`src/rtl/cop_runctl_pkg.sv`:
```
package cop_runctl_pkg;
  // command word bit positions
  localparam int CB_CLR_HALT  = 0;
  localparam int CB_SET_HALT  = 1;
  localparam int CB_CLR_BROKE = 2;
  localparam int CB_CLR_IRQ   = 3;
  localparam int CB_SET_IRQ   = 4;
  localparam int CB_CLR_IOB   = 7;
  localparam int CB_SET_IOB   = 8;
  localparam int CB_SIG_BASE  = 9;
  localparam int CB_SET_BROKE = 31;

  // readback word bit positions
  localparam int RB_HALT     = 0;
  localparam int RB_BROKE    = 1;
  localparam int RB_IOB      = 6;
  localparam int RB_SIG_BASE = 7;

  // paired command update: clear dominates set
  function automatic logic pair_next(input logic cur, input logic set_c, input logic clr_c);
    if (clr_c) return 1'b0;
    if (set_c) return 1'b1;
    return cur;
  endfunction

  // strip the internal-only set-broke command from an external word
  function automatic logic [31:0] ext_word(input logic [31:0] w);
    logic [31:0] r;
    r = w;
    r[CB_SET_BROKE] = 1'b0;
    return r;
  endfunction
endpackage

```
`src/rtl/cop_cmd_merge.sv`:
```
module cop_cmd_merge
  import cop_runctl_pkg::*;
#(
  parameter int NUM_SIG = 8
) (
  input  logic               host_we,
  input  logic [31:0]        host_wdata,
  input  logic               mtc0_we,
  input  logic [31:0]        mtc0_wdata,
  input  logic               wb_break,
  output logic               wb_active,
  output logic               c_clr_halt,
  output logic               c_set_halt,
  output logic               c_clr_broke,
  output logic               c_set_broke,
  output logic               c_clr_irq,
  output logic               c_set_irq,
  output logic               c_clr_iob,
  output logic               c_set_iob,
  output logic [NUM_SIG-1:0] c_sig_clr,
  output logic [NUM_SIG-1:0] c_sig_set
);
  localparam int SIG_TOP = CB_SIG_BASE + 2 * NUM_SIG;

  logic [31:0] host_cmd, core_cmd, brk_cmd, all_cmd;

  always_comb begin
    host_cmd = host_we ? ext_word(host_wdata) : 32'h0;
    core_cmd = mtc0_we ? ext_word(mtc0_wdata) : 32'h0;
    brk_cmd  = 32'h0;
    if (wb_break) begin
      brk_cmd[CB_SET_HALT]  = 1'b1;
      brk_cmd[CB_SET_BROKE] = 1'b1;
    end
    all_cmd = host_cmd | core_cmd | brk_cmd;
  end

  assign wb_active   = mtc0_we | wb_break;
  assign c_clr_halt  = all_cmd[CB_CLR_HALT];
  assign c_set_halt  = all_cmd[CB_SET_HALT];
  assign c_clr_broke = all_cmd[CB_CLR_BROKE];
  assign c_set_broke = all_cmd[CB_SET_BROKE];
  assign c_clr_irq   = all_cmd[CB_CLR_IRQ];
  assign c_set_irq   = all_cmd[CB_SET_IRQ];
  assign c_clr_iob   = all_cmd[CB_CLR_IOB];
  assign c_set_iob   = all_cmd[CB_SET_IOB];

  for (genvar n = 0; n < NUM_SIG; n++) begin : g_sig
    assign c_sig_clr[n] = all_cmd[CB_SIG_BASE + 2*n];
    assign c_sig_set[n] = all_cmd[CB_SIG_BASE + 2*n + 1];
  end

  logic unused_cmd_bits;
  assign unused_cmd_bits = ^{all_cmd[30:SIG_TOP], all_cmd[6:5]};
endmodule

```
`src/rtl/cop_stat_flags.sv`:
```
module cop_stat_flags
  import cop_runctl_pkg::*;
#(
  parameter int NUM_SIG = 8
) (
  input  logic               clk,
  input  logic               rst_n,
  input  logic               wb_active,
  input  logic               wb_break,
  input  logic               c_clr_halt,
  input  logic               c_set_halt,
  input  logic               c_clr_broke,
  input  logic               c_set_broke,
  input  logic               c_clr_irq,
  input  logic               c_set_irq,
  input  logic               c_clr_iob,
  input  logic               c_set_iob,
  input  logic [NUM_SIG-1:0] c_sig_clr,
  input  logic [NUM_SIG-1:0] c_sig_set,
  output logic               halt,
  output logic               broke,
  output logic               iob,
  output logic               irq,
  output logic [NUM_SIG-1:0] sig,
  output logic               halt_next,
  output logic               freeze_ev,
  output logic               restore_ev
);
  logic brk_irq;

  assign halt_next  = pair_next(halt, c_set_halt, c_clr_halt);
  assign freeze_ev  = wb_active & halt_next;
  assign restore_ev = halt & c_clr_halt;
  assign brk_irq    = wb_break & iob;

  always_ff @(posedge clk) begin
    if (!rst_n) begin
      halt  <= 1'b1;
      broke <= 1'b0;
      iob   <= 1'b0;
      irq   <= 1'b0;
    end else begin
      halt  <= halt_next;
      broke <= pair_next(broke, c_set_broke, c_clr_broke);
      iob   <= pair_next(iob, c_set_iob, c_clr_iob);
      irq   <= pair_next(irq, c_set_irq | brk_irq, c_clr_irq);
    end
  end

  for (genvar n = 0; n < NUM_SIG; n++) begin : g_sig
    always_ff @(posedge clk) begin
      if (!rst_n) sig[n] <= 1'b0;
      else        sig[n] <= pair_next(sig[n], c_sig_set[n], c_sig_clr[n]);
    end
  end
endmodule

```
`src/rtl/cop_pc_ctrl.sv`:
```
module cop_pc_ctrl #(
  parameter int PC_W = 12
) (
  input  logic            clk,
  input  logic            rst_n,
  input  logic            halt,
  input  logic            restore_ev,
  input  logic            host_pc_we,
  input  logic [PC_W-1:0] host_pc_wdata,
  input  logic [PC_W-1:0] rdex_pc,
  output logic            flush,
  output logic [PC_W-1:0] fetch_pc,
  output logic            pc_err,
  output logic            host_load_ev,
  output logic            bad_pc_ev
);
  localparam logic [PC_W-1:0] ALIGN_MASK = ~PC_W'(3);

  assign host_load_ev = host_pc_we & halt;
  assign bad_pc_ev    = host_pc_we & ~halt;

  always_ff @(posedge clk) begin
    if (!rst_n) begin
      flush    <= 1'b0;
      fetch_pc <= '0;
      pc_err   <= 1'b0;
    end else begin
      flush  <= host_load_ev | restore_ev;
      pc_err <= pc_err | bad_pc_ev;
      if (host_load_ev)    fetch_pc <= host_pc_wdata & ALIGN_MASK;
      else if (restore_ev) fetch_pc <= rdex_pc;
    end
  end
endmodule

```
`src/rtl/cop_runctl.sv`:
```
module cop_runctl
  import cop_runctl_pkg::*;
#(
  parameter int NUM_SIG = 8,
  parameter int PC_W    = 12
) (
  input  logic            clk,
  input  logic            rst_n,
  input  logic            host_stat_we,
  input  logic [31:0]     host_stat_wdata,
  input  logic            mtc0_we,
  input  logic [31:0]     mtc0_wdata,
  input  logic            wb_break,
  input  logic [PC_W-1:0] rdex_pc,
  input  logic            host_pc_we,
  input  logic [PC_W-1:0] host_pc_wdata,
  output logic [31:0]     status_rd,
  output logic            irq,
  output logic            run_en,
  output logic            freeze,
  output logic            flush,
  output logic [PC_W-1:0] fetch_pc,
  output logic            pc_err
);
  logic               wb_active;
  logic               c_clr_halt, c_set_halt, c_clr_broke, c_set_broke;
  logic               c_clr_irq, c_set_irq, c_clr_iob, c_set_iob;
  logic [NUM_SIG-1:0] c_sig_clr, c_sig_set;
  logic               halt, broke, iob;
  logic [NUM_SIG-1:0] sig;
  logic               halt_next, freeze_ev, restore_ev;
  logic               host_load_ev, bad_pc_ev;

  cop_cmd_merge #(.NUM_SIG(NUM_SIG)) u_merge (
    .host_we(host_stat_we), .host_wdata(host_stat_wdata),
    .mtc0_we(mtc0_we), .mtc0_wdata(mtc0_wdata), .wb_break(wb_break),
    .wb_active(wb_active),
    .c_clr_halt(c_clr_halt), .c_set_halt(c_set_halt),
    .c_clr_broke(c_clr_broke), .c_set_broke(c_set_broke),
    .c_clr_irq(c_clr_irq), .c_set_irq(c_set_irq),
    .c_clr_iob(c_clr_iob), .c_set_iob(c_set_iob),
    .c_sig_clr(c_sig_clr), .c_sig_set(c_sig_set)
  );

  cop_stat_flags #(.NUM_SIG(NUM_SIG)) u_flags (
    .clk(clk), .rst_n(rst_n), .wb_active(wb_active), .wb_break(wb_break),
    .c_clr_halt(c_clr_halt), .c_set_halt(c_set_halt),
    .c_clr_broke(c_clr_broke), .c_set_broke(c_set_broke),
    .c_clr_irq(c_clr_irq), .c_set_irq(c_set_irq),
    .c_clr_iob(c_clr_iob), .c_set_iob(c_set_iob),
    .c_sig_clr(c_sig_clr), .c_sig_set(c_sig_set),
    .halt(halt), .broke(broke), .iob(iob), .irq(irq), .sig(sig),
    .halt_next(halt_next), .freeze_ev(freeze_ev), .restore_ev(restore_ev)
  );

  cop_pc_ctrl #(.PC_W(PC_W)) u_pc (
    .clk(clk), .rst_n(rst_n), .halt(halt), .restore_ev(restore_ev),
    .host_pc_we(host_pc_we), .host_pc_wdata(host_pc_wdata), .rdex_pc(rdex_pc),
    .flush(flush), .fetch_pc(fetch_pc), .pc_err(pc_err),
    .host_load_ev(host_load_ev), .bad_pc_ev(bad_pc_ev)
  );

  always_comb begin
    status_rd           = 32'h0;
    status_rd[RB_HALT]  = halt;
    status_rd[RB_BROKE] = broke;
    status_rd[RB_IOB]   = iob;
    for (int n = 0; n < NUM_SIG; n++) status_rd[RB_SIG_BASE + n] = sig[n];
  end

  assign run_en = ~halt;
  assign freeze = freeze_ev;
endmodule

```
`config.mk`:
```
export PLATFORM = sky130hd
export DESIGN_NAME = cop_runctl
export DESIGN_NICKNAME = d
export VERILOG_FILES = /design/src/rtl/cop_runctl_pkg.sv /design/src/rtl/cop_cmd_merge.sv /design/src/rtl/cop_stat_flags.sv /design/src/rtl/cop_pc_ctrl.sv /design/src/rtl/cop_runctl.sv
export SDC_FILE = /design/constraint.sdc
export NUM_CORES = 1
export LEC_CHECK = 0
export CORE_AREA = 2 2 72 74
export DETAILED_ROUTE_END_ITERATION = 12
export DIE_AREA = 0 0 74 76
export HOLD_SLACK_MARGIN = 0.06
export PLACE_DENSITY = 0.87
export SETUP_SLACK_MARGIN = 0.3
export SYNTH_ARGS = -nofsm -noshare
export SYNTH_HDL_FRONTEND = slang
export SYNTH_HIERARCHICAL = 1
export SYNTH_SLANG_ARGS = --single-unit
```
`constraint.sdc`:
```
create_clock -name clk -period 3.4 [get_ports clk]
set_clock_uncertainty 0.2 [all_clocks]
set_input_delay 0.51 -clock clk [delete_from_list [all_inputs] [get_ports clk]]
set_output_delay 0.51 -clock clk [all_outputs]
set_load 0.005 [all_outputs]
```
==> results.txt <==
outcome: complete, no violations
vias per cell: 4.541
Static Leak: 0.001113 uW
Final setup viols: 0
Mapped Cells: 152
commonest non-fill, non-tap cell in the layout: clkdlybuf4s50_1
IO buf count: 101
non-filler cells, final: 316
mean post-synth cell area: 10.53 sq um
synthesis-stage register bit count: 26
Initial Utilization: 32.58%
grt peak-use layer: met2
Hold Path Class: register to register
first-pass GRT wire length: 6465 um
Final GP Congestion: 0.6642
Die Footprint: 0.005624 sq mm
Psw: 194.2 uW
max_cap viols: 0
clk slew on worst S/H paths: 0.09 ns
wire length per cell: 12.54 um
Final period util: 83.00%
largest net degree at the start of global routing: 27
Logic pwr share: 33.0%
PostCTS Resize Cnt: 0
root buffer cell: clkbuf_8
Cells after DPL: 312
synth unique cells: 26
register area share after synthesis: 32.53%
1st-iter DRT viols: 25
met2 Track Usage GR: 25.09%
Critical Path Source Type: primary input
first-pass iteration count of the detailed router: 4
final-layout fill cell count: 455
cts hold-fix bufs: 0
Final Hold Fails: 0
most frequent cells in the layout: clkdlybuf4s50_1 (101), dfxtp_1 (26), a22o_1 (22)
Setup TNS: 0 ns
overall die width: 74 um
Rel. slew slack: 40.93%
FP Rows: 26
RSZ-0062 raised after global routing: false
Clock Tree Buf Depth: 2
Clk pwr share: 25.0%
post-CTS setup buffer count: 0
Worst VDD drop: 138.1 uV
min Tclk post-route: 2.822 ns
Sink Count: 26
Req. time, crit path: 2.69 ns
core area: 0.004912 sq mm
Internal Power: 614.4 uW
Post-DRT Antenna Nets: 0
gr usage total: 14.39%
Final Max Slew Viols: 0
pwr dens: 311.5 mW/mm^2
Pwr Total: 808.7 uW
io pins: 143
WP data arrival: 2.11 ns
GRT overflow: 0
Final #Nets: 341
Post-Syn Area: 0.001600 sq mm
layout cells sized above 1: 13.01%
TritonCTS buffer count: 3
Die Height: 76 um
initial antenna violation count: 0
fmax: 0.3544 GHz
crit end category: output port
clk_lat worst skew: 0.27 ns
worst-margin pin slew: 0.8833 ns
met1 usage: 15.81%
Seq pwr share: 41.9%
Setup CP Type: primary input to output port
met3 Use GR: 5.423%
Core Util, Final: 52.85%
DR vias: 1435
vias in the first global route: 1438
synth-to-layout area growth: 62.24%
synth warn: 6
CTS tree: done
drt total wl: 3962 um
worst-path fanout max: 4
switching share of power: 24.02%
ANT cells: 0
Final HPWL DP: 3070 um
number of H-tree levels: 1
DR DRC count: 0
path summary, 6_finish.rpt:
| check | from | to | slack, ns | cells past startpoint |
|---|---|---|---|---|
| min | u_pc/pc_err$_SDFF_PN0_ | u_pc/pc_err$_SDFF_PN0_ | 0.27 | 1 |
| max reg2reg | u_flags/halt$_SDFF_PN1_ | u_pc/fetch_pc[2]$_SDFFE_PN0P_ | 1.51 | 4 |
| max | mtc0_we | freeze | 0.58 | 5 |
| min reg2reg | u_pc/pc_err$_SDFF_PN0_ | u_pc/pc_err$_SDFF_PN0_ | 0.27 | 1 |
registers in the layout (all words and copies together), names as in the netlist:
signal / count
u_pc/flush: 1
u_pc/pc_err: 1
u_flags/broke: 1
u_pc/fetch_pc: 12
u_flags/halt: 1
u_flags/iob: 1
u_flags/irq: 1
u_flags/sig: 8
Yosys cell counts (all sizes together):
cell / n / area share [%]
a211oi: 1 / 0.47
a221o: 1 / 0.63
a22o: 22 / 12
and2: 3 / 1.4
buf: 33 / 16
clkbuf: 3 / 0.70
conb: 1 / 0.23
dfxtp: 26 / 33
inv: 1 / 0.23
mux2: 10 / 8.7
mux2i: 2 / 1.3
nand2b: 1 / 0.39
nand3b: 10 / 4.7
nor2: 10 / 2.3
nor2b: 1 / 0.39
nor3b: 13 / 9.2
o211a: 10 / 6.3
o21a: 2 / 0.94
o21ba: 1 / 1.0
or2: 1 / 0.39
per-layer routing:
metal	wire, um	share of wire [%]
met5	0	0
met4	38	0.96
met3	456	12
met2	1923	49
met1	1543	39
logic make-up after synthesis:
group / after synthesis / synth area share (%)
and+or+nand+nor: 39 / 18.84
AOI/OAI and AO/OA: 37 / 21.34
buffers and inverters: 37 / 17.12
DFF: 26 / 32.53
muxes: 12 / 9.929
other: 1 / 0.2343
area by class of cell:
cell class,instances,area (sq um),area share [%]
Multi-Input combinational cell,109,880.8,33.93
Clock buffer,4,55.05,2.120
Tap cell,70,87.58,3.373
Sequential cell,26,520.5,20.05
Inverter,1,3.754,0.1446
Timing Repair Buffer,106,1049,40.39
worst max-delay path, stage by stage:
cell	delay, ns
clkdlybuf4s50_1	0.46
a221o_1	0.36
o21ba_4	0.19
and2_4	0.14
clkdlybuf4s50_1	0.45
power groups by stage:
stage	combinational [uW]	sequential (uW)	clock, uW
floorplan	138	349	0
global placement	265	345	0
detailed placement	268	347	0
CTS	269	339	211
global route	291	342	225
finish	267	339	202
per-stage QoR:
stage	worst slack (ns)	hold WS, ns	cell area [sq um]
2_1_floorplan	1.431	0.2642	1675
3_3_place_gp	0.5696	0.2454	2541
3_5_place_dp	0.5747	0.2526	2541
4_1_cts	0.5711	0.2754	2596
5_1_grt	0.5184	0.3007	2596
6_report	0.5780	0.2731	2596
No activity file was read; power rests on OpenSTA's default activity.
